### src/rtl/itmr_pkg.sv
package itmr_pkg;
   typedef enum logic {
      SRC_SYSCLK = 1'b0,
      SRC_EVENT  = 1'b1
   } itmr_src_e;

   typedef enum logic {
      DIR_UP   = 1'b0,
      DIR_DOWN = 1'b1
   } itmr_dir_e;
endpackage

### src/rtl/itmr_evt_sync.sv
module itmr_evt_sync #(
   parameter int STAGES = 2
) (
   input  logic clk,
   input  logic rst_n,
   input  logic async_i,
   output logic rise_o
);
   generate
      if (STAGES < 2) begin : g_bad_stages
         $error("itmr_evt_sync: STAGES must be at least 2");
      end
   endgenerate

   logic [STAGES-1:0] sync_q;
   logic              last_q;

   always_ff @(posedge clk or negedge rst_n) begin
      if (!rst_n) begin
         sync_q <= '0;
         last_q <= 1'b0;
      end else begin
         sync_q <= {sync_q[STAGES-2:0], async_i};
         last_q <= sync_q[STAGES-1];
      end
   end

   assign rise_o = sync_q[STAGES-1] & ~last_q;

   // an edge yields one pulse, never two back to back
   p_single_pulse_r10: assert property (@(posedge clk) disable iff (!rst_n)
      rise_o |=> !rise_o);
endmodule

### src/rtl/itmr_prescaler.sv
module itmr_prescaler #(
   parameter int PSC_W = 16
) (
   input  logic             clk,
   input  logic             rst_n,
   input  logic             run_i,
   input  logic             clr_i,
   input  logic             src_tick_i,
   input  logic [PSC_W-1:0] div_i,
   output logic             tick_o
);
   generate
      if (PSC_W < 1 || PSC_W > 32) begin : g_bad_psc_w
         $error("itmr_prescaler: PSC_W out of range");
      end
   endgenerate

   logic [PSC_W-1:0] div_cnt_q;
   logic [PSC_W-1:0] last_idx;

   assign last_idx = (div_i == '0) ? '0 : div_i - 1'b1;
   assign tick_o   = run_i && src_tick_i && (div_cnt_q == last_idx);

   always_ff @(posedge clk or negedge rst_n) begin
      if (!rst_n) begin
         div_cnt_q <= '0;
      end else if (clr_i || !run_i) begin
         div_cnt_q <= '0;
      end else if (src_tick_i) begin
         if (div_cnt_q == last_idx) div_cnt_q <= '0;
         else                       div_cnt_q <= div_cnt_q + 1'b1;
      end
   end

   // an output tick is only ever issued on a source tick
   p_tick_from_src_r5: assert property (@(posedge clk) disable iff (!rst_n)
      tick_o |-> src_tick_i);
   // a paused divider starts again from its first step
   p_restart_r5: assert property (@(posedge clk) disable iff (!rst_n)
      !run_i |=> (div_cnt_q == '0));
endmodule

### src/rtl/itmr_count_core.sv
module itmr_count_core #(
   parameter int CNT_W = 16
) (
   input  logic             clk,
   input  logic             rst_n,
   input  logic             en_i,
   input  logic             clr_i,
   input  logic             tick_i,
   input  logic             dn_i,
   input  logic             one_shot_i,
   input  logic [CNT_W-1:0] reload_i,
   output logic [CNT_W-1:0] cnt_o,
   output logic             ovf_o,
   output logic             halt_o
);
   import itmr_pkg::*;

   localparam logic [CNT_W-1:0] TOP_VAL = '1;

   logic [CNT_W-1:0] cnt_q;
   logic             halt_q;
   logic             at_term;
   logic             step;
   itmr_dir_e        dir;

   assign dir     = itmr_dir_e'(dn_i);
   assign at_term = (dir == DIR_DOWN) ? (cnt_q == '0) : (cnt_q == TOP_VAL);
   assign step    = tick_i && en_i && !halt_q && !clr_i;
   assign ovf_o   = step && at_term;

   always_ff @(posedge clk or negedge rst_n) begin
      if (!rst_n) begin
         cnt_q  <= '0;
         halt_q <= 1'b0;
      end else if (clr_i) begin
         cnt_q  <= '0;
         halt_q <= 1'b0;
      end else begin
         if (!en_i) halt_q <= 1'b0;
         if (step) begin
            if (at_term) begin
               cnt_q <= reload_i;
               if (one_shot_i) halt_q <= 1'b1;
            end else if (dir == DIR_DOWN) begin
               cnt_q <= cnt_q - 1'b1;
            end else begin
               cnt_q <= cnt_q + 1'b1;
            end
         end
      end
   end

   assign cnt_o  = cnt_q;
   assign halt_o = halt_q;

   p_up_step_r2: assert property (@(posedge clk) disable iff (!rst_n)
      (tick_i && en_i && !halt_q && !clr_i && !dn_i && cnt_q != TOP_VAL)
      |=> (cnt_q == $past(cnt_q) + 1'b1));
   p_up_wrap_r3: assert property (@(posedge clk) disable iff (!rst_n)
      (tick_i && en_i && !halt_q && !clr_i && !dn_i && cnt_q == TOP_VAL)
      |=> (cnt_q == $past(reload_i)));
   p_dn_wrap_r4: assert property (@(posedge clk) disable iff (!rst_n)
      (tick_i && en_i && !halt_q && !clr_i && dn_i && cnt_q == '0)
      |=> (cnt_q == $past(reload_i)));
   p_shot_hold_r7: assert property (@(posedge clk) disable iff (!rst_n)
      (halt_q && en_i && !clr_i) |=> $stable(cnt_q));
   p_idle_hold_r8: assert property (@(posedge clk) disable iff (!rst_n)
      (!en_i && !clr_i) |=> $stable(cnt_q));
   p_clear_zero_r9: assert property (@(posedge clk) disable iff (!rst_n)
      clr_i |=> (cnt_q == '0));
endmodule

### src/rtl/interval_timer.sv
module interval_timer #(
   parameter int CNT_W       = 16,
   parameter int PSC_W       = 16,
   parameter bit EVT_SRC_EN  = 1'b1,
   parameter int SYNC_STAGES = 2
) (
   input  logic             clk,
   input  logic             rst_n,
   input  logic             enable,
   input  logic             clear,
   input  logic             src_sel,
   input  logic             evt_in,
   input  logic             count_down,
   input  logic             single_shot,
   input  logic             reload_we,
   input  logic [CNT_W-1:0] reload_wdata,
   input  logic             psc_we,
   input  logic [PSC_W-1:0] psc_wdata,
   input  logic             irq_ack,
   output logic [CNT_W-1:0] count_o,
   output logic             irq_o
);
   import itmr_pkg::*;

   generate
      if (CNT_W < 2 || CNT_W > 64) begin : g_bad_cnt_w
         $error("interval_timer: CNT_W out of range");
      end
   endgenerate

   logic [CNT_W-1:0] reload_q;
   logic [PSC_W-1:0] psc_q;
   logic             irq_q;
   logic             evt_rise;
   logic             src_tick;
   logic             div_tick;
   logic             ovf;
   logic             halted;
   itmr_src_e        src;

   assign src = itmr_src_e'(src_sel);

   generate
      if (EVT_SRC_EN) begin : g_evt
         itmr_evt_sync #(.STAGES(SYNC_STAGES)) u_sync (
            .clk    (clk),
            .rst_n  (rst_n),
            .async_i(evt_in),
            .rise_o (evt_rise)
         );
      end else begin : g_no_evt
         assign evt_rise = 1'b0;
      end
   endgenerate

   assign src_tick = (src == SRC_EVENT) ? evt_rise : 1'b1;

   always_ff @(posedge clk or negedge rst_n) begin
      if (!rst_n) begin
         reload_q <= '0;
         psc_q    <= '0;
      end else begin
         if (reload_we) reload_q <= reload_wdata;
         if (psc_we)    psc_q    <= psc_wdata;
      end
   end

   itmr_prescaler #(.PSC_W(PSC_W)) u_psc (
      .clk       (clk),
      .rst_n     (rst_n),
      .run_i     (enable && !halted),
      .clr_i     (clear),
      .src_tick_i(src_tick),
      .div_i     (psc_q),
      .tick_o    (div_tick)
   );

   itmr_count_core #(.CNT_W(CNT_W)) u_core (
      .clk       (clk),
      .rst_n     (rst_n),
      .en_i      (enable),
      .clr_i     (clear),
      .tick_i    (div_tick),
      .dn_i      (count_down),
      .one_shot_i(single_shot),
      .reload_i  (reload_q),
      .cnt_o     (count_o),
      .ovf_o     (ovf),
      .halt_o    (halted)
   );

   always_ff @(posedge clk or negedge rst_n) begin
      if (!rst_n)       irq_q <= 1'b0;
      else if (ovf)     irq_q <= 1'b1;
      else if (irq_ack) irq_q <= 1'b0;
   end

   assign irq_o = irq_q;

   p_irq_set_r6: assert property (@(posedge clk) disable iff (!rst_n)
      ovf |=> irq_o);
   p_irq_sticky_r6: assert property (@(posedge clk) disable iff (!rst_n)
      (irq_o && !irq_ack) |=> irq_o);
   p_irq_ack_r6: assert property (@(posedge clk) disable iff (!rst_n)
      (irq_ack && !ovf) |=> !irq_o);
endmodule

### config.mk
export PLATFORM = sky130hd
export DESIGN_NAME = interval_timer
export DESIGN_NICKNAME = d
export VERILOG_FILES = /design/src/rtl/itmr_pkg.sv /design/src/rtl/itmr_evt_sync.sv /design/src/rtl/itmr_prescaler.sv /design/src/rtl/itmr_count_core.sv /design/src/rtl/interval_timer.sv
export SDC_FILE = /design/constraint.sdc
export NUM_CORES = 1
export LEC_CHECK = 0
export ABC_CLOCK_PERIOD_IN_PS = 3400
export BUFFER_PORTS_ARGS = -buffer_cell sky130_fd_sc_hd__buf_2
export CAP_MARGIN = 20
export CORE_ASPECT_RATIO = 1.4
export CORE_MARGIN = 2
export CORE_UTILIZATION = 50
export DETAILED_ROUTE_END_ITERATION = 8
export PLACE_DENSITY_LB_ADDON = 0.1
export SETUP_SLACK_MARGIN = 0.2
export SLEW_MARGIN = 20
export SYNTH_ARGS = -nofsm -noshare
export SYNTH_HDL_FRONTEND = slang
export SYNTH_SLANG_ARGS = --single-unit
### constraint.sdc
create_clock -name clk -period 3.4 [get_ports clk]
set_input_delay 0.34 -clock clk [delete_from_list [all_inputs] [get_ports clk]]
set_output_delay 0.34 -clock clk [all_outputs]
set_load 0.005 [all_outputs]
## Word level (Yosys, flattened, before mapping)

Cells that the tools add are included.

| operators by class | value |
|---|---|
| add/subtract/negate cells | 4 |
| equal/unequal tests | 2 |
| multiplexer cells | 17 |
| bitwise operators | 2 |
| reduce and logical (&&, ||, !) cells | 16 |

Operators by type and width:

| kind | count |
|---|---|
| two-way mux 16 bit | 8 |
| adder 16 x 1 -> 16 bit (second input constant) | 2 |
| zero test 16 bit | 2 |
| subtractor 16 x 1 -> 16 bit (second input constant) | 2 |
| == test 16 bit | 1 |
| == test 16 bit (second input constant) | 1 |
| two-way mux 1 bit | 9 |
| logical AND 1 bit | 7 |
| nonzero test 2 bit | 3 |
| zero test 1 bit | 3 |
| bitwise AND 1 bit | 1 |
| logical OR 1 bit | 1 |
| inverter 1 bit | 1 |

| word-level totals | value |
|---|---|
| register bits after elaboration | 69 |
| bits of input ports | 43 |
| output and inout bits | 17 |
| logic and storage cells | 49 |

## Logic depth before layout (Yosys ltp)

Gate-level depths: netlist of run 1.

| logic depth | value |
|---|---|
| depth after elaboration | 10 |
| gate-level depth with buffers | 12 |
| mapped depth without buffers | 10 |

## Cells and area by module

From an unflattened synthesis of run 1, not the netlist that was laid out.

| second synthesis, totals | value |
|---|---|
| cells, all modules | 493 |
| area total of the unflattened synthesis | 4754.6 um^2 |

Modules (own cells, without submodules):

| module | times used | cells each | area each (um^2) | sequential area each (um^2) |
|---|---|---|---|---|
| itmr_prescaler | 1 | 222 | 1699.1 | 400.4 |
| itmr_count_core | 1 | 194 | 1619.1 | 425.4 |
| interval_timer | 1 | 73 | 1347.5 | 825.8 |
| itmr_evt_sync | 1 | 4 | 88.8 | 75.1 |

## Least setup slack after synthesis of run 1

OpenSTA, ideal clock, no wires.

| path | value |
|---|---|
| path type | register to register |
| from | register psc_q[2] |
| to | register u_core.cnt_q[6], in the netlist u_core.cnt_o[6] |
| setup time | 121 ps |
| data arrival time | 2842 ps |
| data required time | 3279 ps |
| slack | 437 ps |
| cell stages (with the launch flop) | 10 |
| buffers on the path | 2 |
| clock period less this slack | 2963 ps |
| cell sequence | dfrtp_1 > nor4_2 > buf_4 > nand4_4 > or4_4 > o32a_1 > or4_1 > o21a_2 > buf_6 > a22o_1 |

| on the way | value |
|---|---|
| word-level cells in the longest chain between the ends | 8 |
| elaborated cells on any way between the ends | 9 |
| classes of those cells | add/sub (1); eq/ne (1); mux (1); reduce/logical (6) |

Ends and longest elaborated chain:

| element | line | RTL |
|---|---|---|
| from (decl) | interval_timer.sv:32 | `logic [PSC_W-1:0] psc_q;` |
| from (signal assigned) | interval_timer.sv:64 | `if (psc_we) psc_q <= psc_wdata;` |
| subtractor 16 x 1 -> 16 bit or zero test 16 bit (tied branches) | itmr_prescaler.sv:21 | `assign last_idx = (div_i == '0) ? '0 : div_i - 1'b1;` |
| two-way mux 16 bit * | itmr_prescaler.sv:21 |  |
| == test 16 bit * | itmr_prescaler.sv:22 | `assign tick_o = run_i && src_tick_i && (div_cnt_q == last_idx);` |
| logical AND 1 bit * | itmr_prescaler.sv:22 |  |
| logical AND 1 bit * (3 in a row) | itmr_count_core.sv:28 | `assign step = tick_i && en_i && !halt_q && !clr_i;` |
| nonzero test 2 bit (no line) * | -- |  |
| to (signal assigned) | itmr_count_core.sv:42 | `cnt_q <= reload_i;` |
| to (signal assigned) | itmr_count_core.sv:45 | `cnt_q <= cnt_q - 1'b1;` |
| to (signal assigned) | itmr_count_core.sv:47 | `cnt_q <= cnt_q + 1'b1;` |
| to (decl) | itmr_count_core.sv:20 | `logic [CNT_W-1:0] cnt_q;` |

Mark *: on every way between the ends. The rest lies on a longest branch, timed or not.
A chain may end at the register's enable or synchronous reset.

## Worst setup path after layout of run 1

| path | value |
|---|---|
| from | register psc_q[6] |
| to | register u_core.cnt_q[1], in the netlist u_core.cnt_o[1] |

The elaborated chain is that of the path after synthesis.

==> metrics.txt, run 1 <==
Initial Utilization=0.506; number of distinct library cells after synthesis=69; final count of negative-setup-slack endpoints=0; Vias per Instance=6.07; fin. max-slew vios=0; critical-path cell list=nor4_4 -> nand4_4 -> or4_4 -> o32a_1 -> or4_1 -> o21a_2 -> a22o_1; Iter 0 DRT Violations=153; CP Capture Type=flip-flop; clock root cell=clkbuf_16; sequential area share after synthesis=0.382; RSZ-0062 raised after global routing=yes; DP HPWL=8.62 mm; crit path DAT=3.35 ns; Top Metal Used=met4; max-cap violation count=0; post-route minimum period=3.13 ns; post-route setup slack=0.268 ns; max_slew headroom=0.378; Async SR Flop Fraction=1.00; P&R area growth vs syn=17.3%; die area=9820 um2; top post-synthesis cells by count=dfrtp_1, nand2_1, nor3_1; Max FO, Critical Path=16; Crit path largest cell delay=0.51 ns; hold depth=1; Port Buffers=59; largest net degree at the start of global routing=40; drt pass-1 iters=4; startpoint type of the worst setup path=flip-flop; share of post-route cells with drive strength above 1=0.256; antenna diode count=0; GRT Util Overall=0.249; vias in the first global route=3963; Post-Syn Area=4520 um2; Hold Path Class=input port to flip-flop; TritonCTS Sinks=69; post-DR wirelength/cell=18.0 um; met1 wire length=4.51 mm; Clock Latency Late Sink=0.34 ns; Yosys top cell by area=dfrtp_1; CP Class=flip-flop to flip-flop; Top Ports=60; status=completed; final std cells w/o fill=650; Remaining DRCs=0; cts hold-fix bufs=0; met2 wire length=6.49 mm; worst clock skew=0.00669 ns; reg2reg path depth=7; Placed Cells=632; core area=8930 um2; global route overflow=0; die height=116 um; Synth top area share=0.382; number of CTS-inserted buffers=9; Synth Flop Type=dfrtp_1; top-count cell post-synth=dfrtp_1; Post-Synthesis Cells=477; worst-case clock buffer depth=2; Die Wd=84.3 um; Core Rows=41; critical path's slowest cell=nor4_4; VDD IR-drop max=460 uV; fin crit share=0.921; P_leak=2.47 nW; TritonCTS clock tree=done; FMAX=319 MHz; first-pass GRT wire length=19.1 mm; H-tree depth=3; Vias=3948; Slew @ Worst Pin=0.932 ns; Worst EP required=3.62 ns; final wirelength=11.7 mm; Synth warnings=0; Post-synth EDFFs=0; Routed Antenna Nets=0; pwr/cell area=406 nW/um2; met3 wire length=356 um; Placer Congestion=0.882; final setup TNS=0 ns; Area contributors post-synth=dfrtp_1, mux2_2, ha_1, nand2_1, a22o_1; final hold vios=0; Final Net Count=598; Post-Syn Nets=537; clock-pin slew on the worst setup and hold paths=0.06 ns; Syn Area/Cell=9.47 um2; flip-flop and latch count after synthesis=69; dpl ws=0.264 ns; antenna violations before repair=0
worst max-delay path: cells and delay by family, from the launching register on:
kind	cells	cell delay, ns
AOI/OAI and AO/OA	3	0.95
DFF	1	0.44
and+or+nand+nor	4	1.63
metrics by stage:
stage                     total power [mW]  area [um2]  hold WS (ns)   util
after global routing                  2.24        5300         0.103  0.594
after global placement                1.19        4950         0.332  0.555
after floorplan                       1.09        4520        0.0444      -
after detailed placement              1.20        4950         0.335  0.555
final                                 2.15        5300         0.112  0.594
after CTS                             2.17        5270         0.103  0.590
metal layers:
layer  global-route usage  vias to the layer above
met2                0.475                       95
li1                     -                     1909
met4                0.116                        0
met5                    0                        -
met1                0.272                     1921
met3               0.0360                       23
power breakdown:
| part | total (mW) | internal (mW) | switching, mW |
|---|---|---|---|
| clock | 0.969 | 0.623 | 0.345 |
| combinational | 0.285 | 0.127 | 0.158 |
| sequential | 0.902 | 0.862 | 0.0393 |
| total | 2.15 | 1.61 | 0.542 |
layout make-up:
cell class                 count  area, um2
tap                          107        134
clock inverter                 4       45.0
sequential                    69       1730
fill                         823       3620
inverter                      15       56.3
multi-input combinational    367       2650
clock buffer                  12        267
timing repair buffer          76        423
layout by cell type, fill, tap and decap left out, types with 9 or more instances in the layout:
master / netlist / routed
dfrtp_1: 69 / 69
buf_2: 2 / 59
nand2_1: 51 / 51
nor3_1: 29 / 29
mux2_2: 28 / 28
o21ai_0: 25 / 25
nand3_1: 18 / 18
nor2_1: 18 / 18
a22o_1: 18 / 18
buf_4: 1 / 17
inv_1: 15 / 15
xor2_1: 16 / 15
ha_1: 16 / 15
xnor2_1: 12 / 12
nand4_1: 11 / 11
clkbuf_16: 0 / 9
path summary, 6_finish.rpt:
| check | from | end | slack (ns) |
|---|---|---|---|
| setup / recovery | psc_q[6]$_DFFE_PN0P_ | u_core.cnt_o[1]$_DFFE_PN0P_ | 0.27 |
| hold / removal | evt_in | g_evt.u_sync.sync_q[0]$_DFF_PN0_ | 0.11 |
| setup reg to reg | psc_q[6]$_DFFE_PN0P_ | u_core.cnt_o[1]$_DFFE_PN0P_ | 0.27 |
| hold reg to reg | g_evt.u_sync.sync_q[0]$_DFF_PN0_ | g_evt.u_sync.sync_q[1]$_DFF_PN0_ | 0.35 |
| max in group asynchronous | rst_n | psc_q[10]$_DFFE_PN0P_ | 2.47 |
| min in group asynchronous | rst_n | g_evt.u_sync.sync_q[0]$_DFF_PN0_ | 0.15 |
timing repair:
action                                  in CTS  in global routing
endpoints found under the setup margin       0                 26
setup buffers                                0                  2
resized for setup                            0                  4
cells by family (layout without fill, tap and decap cells):
family / after synthesis / in the layout / share of synthesized area
AO/OA/AOI/OAI: 112 / 112 / 0.181
XOR/XNOR: 28 / 28 / 0.0543
adder cells (fa/ha/maj): 17 / 17 / 0.0487
buffers and inverters: 41 / 107 / 0.0374
flip-flops: 69 / 69 / 0.382
multiplexers: 34 / 34 / 0.0831
AND/OR/NAND/NOR: 176 / 176 / 0.214
sequential cells by signal, indices dropped and copies added (netlist names):
| signal | count |
|---|---|
| g_evt.u_sync.last_q | 1 |
| u_psc.div_cnt_q | 16 |
| irq_o | 1 |
| u_core.halt_o | 1 |
| u_core.cnt_o | 16 |
| reload_q | 16 |
| g_evt.u_sync.sync_q | 2 |
| psc_q | 16 |
No activity file was read; power rests on OpenSTA's default activity.
==> run 2: changes to the inputs <==
ABC_AREA = 1   (was default)
ABC_CLOCK_PERIOD_IN_PS = default   (was 3400)
==> run 2 against run 1 <==
Compared with the run above:
- final area rose by 1.7%
- sequential power rose by 15%
- wire length rose by 0.39%
- sequential share of layout area fell by 0.54 points
- first-iteration DRC count rose by 42%
- die area rose by 4.9%
- largest cell class unchanged
- largest power group is now registers
==> metrics.txt, run 2 <==
status=completed; die area=10300 um2 (+4.9%); top-count cell post-synth=nand2_1; Max FO, Critical Path=30 (+14); Async SR Flop Fraction=1.00 (unchanged); worst clock skew=0.00543 ns (-0.00126 ns); TritonCTS Sinks=69 (unchanged); Post-Syn Area=4750 um2 (+5.1%); critical-path cell list=inv_1 -> ha_1 -> nand2_4 -> nor2_4 -> nand2_4 -> nand2_2 -> xor2_1 -> nand3_1 -> nor2_2 -> buf_4 -> nand3_2 -> nand2_2 -> nand3_1 -> o21ai_1; sequential area share after synthesis=0.364 (-0.0184); Synth Flop Type=dfrtp_1; Post-synth EDFFs=0 (unchanged); final setup TNS=0 ns (unchanged); clock-pin slew on the worst setup and hold paths=0.06 ns (about the same); Top Ports=60 (unchanged); Die Wd=86.4 um (+2.4%); drt pass-1 iters=4 (unchanged); P_leak=2.63 nW (+6.7%); critical path's slowest cell=nand2_2; share of post-route cells with drive strength above 1=0.142 (-0.114); final core utilization=0.576 (-0.0177); max_slew headroom=0.422 (+0.0440); first-pass GRT wire length=20.1 mm (+5.1%); Vias per Instance=5.43 (-11%); FMAX=352 MHz (+10%); P&R area growth vs syn=13.5%; flip-flop and latch count after synthesis=69 (unchanged); Remaining DRCs=0 (unchanged); Iter 0 DRT Violations=217 (+42%); antenna violations before repair=0 (unchanged); number of CTS-inserted buffers=9 (unchanged); VDD IR-drop max=287 uV (-38%); Synth top area share=0.364 (-0.0184); Post-Synthesis Cells=664 (+39%); Initial Utilization=0.507 (+0.00132); Port Buffers=59 (unchanged); top post-synthesis cells by count=nand2_1, inv_1, dfrtp_1; Final Net Count=780 (+30%); die height=119 um (+2.4%); clock root cell=clkbuf_16; DP HPWL=9.19 mm (+6.6%); global route overflow=0 (unchanged); worst-case clock buffer depth=2 (unchanged); Clock Latency Late Sink=0.33 ns (about the same); H-tree depth=3 (unchanged); RSZ-0062 raised after global routing=no; max-cap violation count=0 (unchanged); core area=9350 um2 (+4.8%); post-route minimum period=2.84 ns (-0.291 ns); cts hold-fix bufs=1 (+1); Syn Area/Cell=7.15 um2 (-25%); final count of negative-setup-slack endpoints=0 (unchanged); fin. max-slew vios=0 (unchanged); Yosys top cell by area=dfrtp_1; Tot Pwr=2.88 mW (+33%); Post-CTS Setup Bufs=0 (unchanged); Slew @ Worst Pin=0.864 ns (-0.0681 ns); largest net degree at the start of global routing=48 (+20%); antenna diode count=0 (unchanged); commonest non-fill, non-tap cell in the layout=nand2_1; fin crit share=0.836 (-0.0855); CP Capture Type=flip-flop; Hold Path Class=input port to flip-flop; post-DR wirelength/cell=14.0 um (-22%); dpl ws=0.549 ns (+0.285 ns); startpoint type of the worst setup path=flip-flop; post-route setup slack=0.559 ns (+0.291 ns); CP Class=flip-flop to flip-flop; most frequent cells in the layout=nand2_1, inv_1, dfrtp_1; crit path DAT=3.09 ns (-0.26 ns); post-CTS sizing=0 (unchanged); Crit path largest cell delay=0.44 ns (-0.07 ns); TritonCTS clock tree=done; pwr/cell area=534 nW/um2 (+31%); Worst EP required=3.65 ns (+0.03 ns); vias in the first global route=4513 (+14%); GRT Util Overall=0.245 (-0.00413); final wirelength=11.7 mm (+0.39%); Area contributors post-synth=dfrtp_1, nand2_1, nand3_1, o21ai_0, inv_1; Post-Syn Nets=724 (+35%); final hold vios=0 (unchanged); Core Rows=42 (+2.4%); Vias=4537 (+15%); number of distinct library cells after synthesis=35 (-49%); Placer Congestion=0.956 (+8.4%); Synth warnings=0 (unchanged); Routed Antenna Nets=0 (unchanged)
-- run 2: cells by family after synthesis --
logic type / Yosys count / synth area share
AND/OR/NAND/NOR: 330 / 0.317
AO/OA/AOI/OAI: 121 / 0.132
buffers and inverters: 101 / 0.0878
flip-flops: 69 / 0.364
XOR/XNOR: 17 / 0.0314
adder cells (fa/ha/maj): 17 / 0.0464
multiplexers: 9 / 0.0214
-- run 2: stage by stage --
| step | hold slack [ns] | area, um2 | std cells |
|---|---|---|---|
| 2_1_floorplan | 0.0444 | 4750 | 664 |
| 3_3_place_gp | 0.332 | 5100 | 818 |
| 3_5_place_dp | 0.338 | 5100 | 818 |
| 4_1_cts | 0.0994 | 5390 | 835 |
| 5_1_grt | 0.103 | 5390 | 835 |
| 6_report | 0.109 | 5390 | 835 |
-- run 2: where the power goes --
| group | switching [mW] | internal [mW] | total [mW] |
|---|---|---|---|
| registers | 0.124 | 0.918 | 1.04 |
| logic | 0.593 | 0.380 | 0.973 |
| clock network | 0.366 | 0.495 | 0.861 |
-- run 2: worst paths after layout --
path,startpoint,slack (ns),depth (start not counted),to
worst min register to register,g_evt.u_sync.sync_q[0]$_DFF_PN0_,0.35,0,g_evt.u_sync.sync_q[1]$_DFF_PN0_
worst min-delay path,evt_in,0.11,1,g_evt.u_sync.sync_q[0]$_DFF_PN0_
worst max register to register,psc_q[0]$_DFFE_PN0P_,0.56,14,u_core.cnt_o[5]$_DFFE_PN0P_
worst max-delay path,psc_q[0]$_DFFE_PN0P_,0.56,14,u_core.cnt_o[5]$_DFFE_PN0P_
min in group asynchronous,rst_n,0.51,2,psc_q[0]$_DFFE_PN0P_
max in group asynchronous,rst_n,1.91,3,u_core.cnt_o[8]$_DFFE_PN0P_
-- run 2: final cells by class --
type / count / area, um2
Clock buffer: 9 / 225
Tap cell: 110 / 138
Clock inverter: 7 / 50.0
Timing Repair Buffer: 65 / 343
Multi-Input combinational cell: 494 / 2600
Inverter: 81 / 304
Sequential cell: 69 / 1730
Fill cell: 940 / 3960
-- run 2: worst max-delay path, delay by kind of cell, from the launching register on --
family,cells,cell delay (ns)
adder cells (fa/ha/maj),1,0.30
XOR/XNOR,1,0.16
buffers and inverters,2,0.31
AO/OA/AOI/OAI,1,0.13
flip-flops,1,0.35
AND/OR/NAND/NOR,9,1.47
-- run 2: metal layers --
| layer | GRT usage | vias to the layer above | share of wire |
|---|---|---|---|
| met3 | 0.0312 | 23 | 0.033 |
| met1 | 0.272 | 2084 | 0.39 |
| met5 | 0 | - | 0 |
| met2 | 0.457 | 95 | 0.55 |
| met4 | 0.103 | 0 | 0.024 |
| li1 | - | 2335 | - |
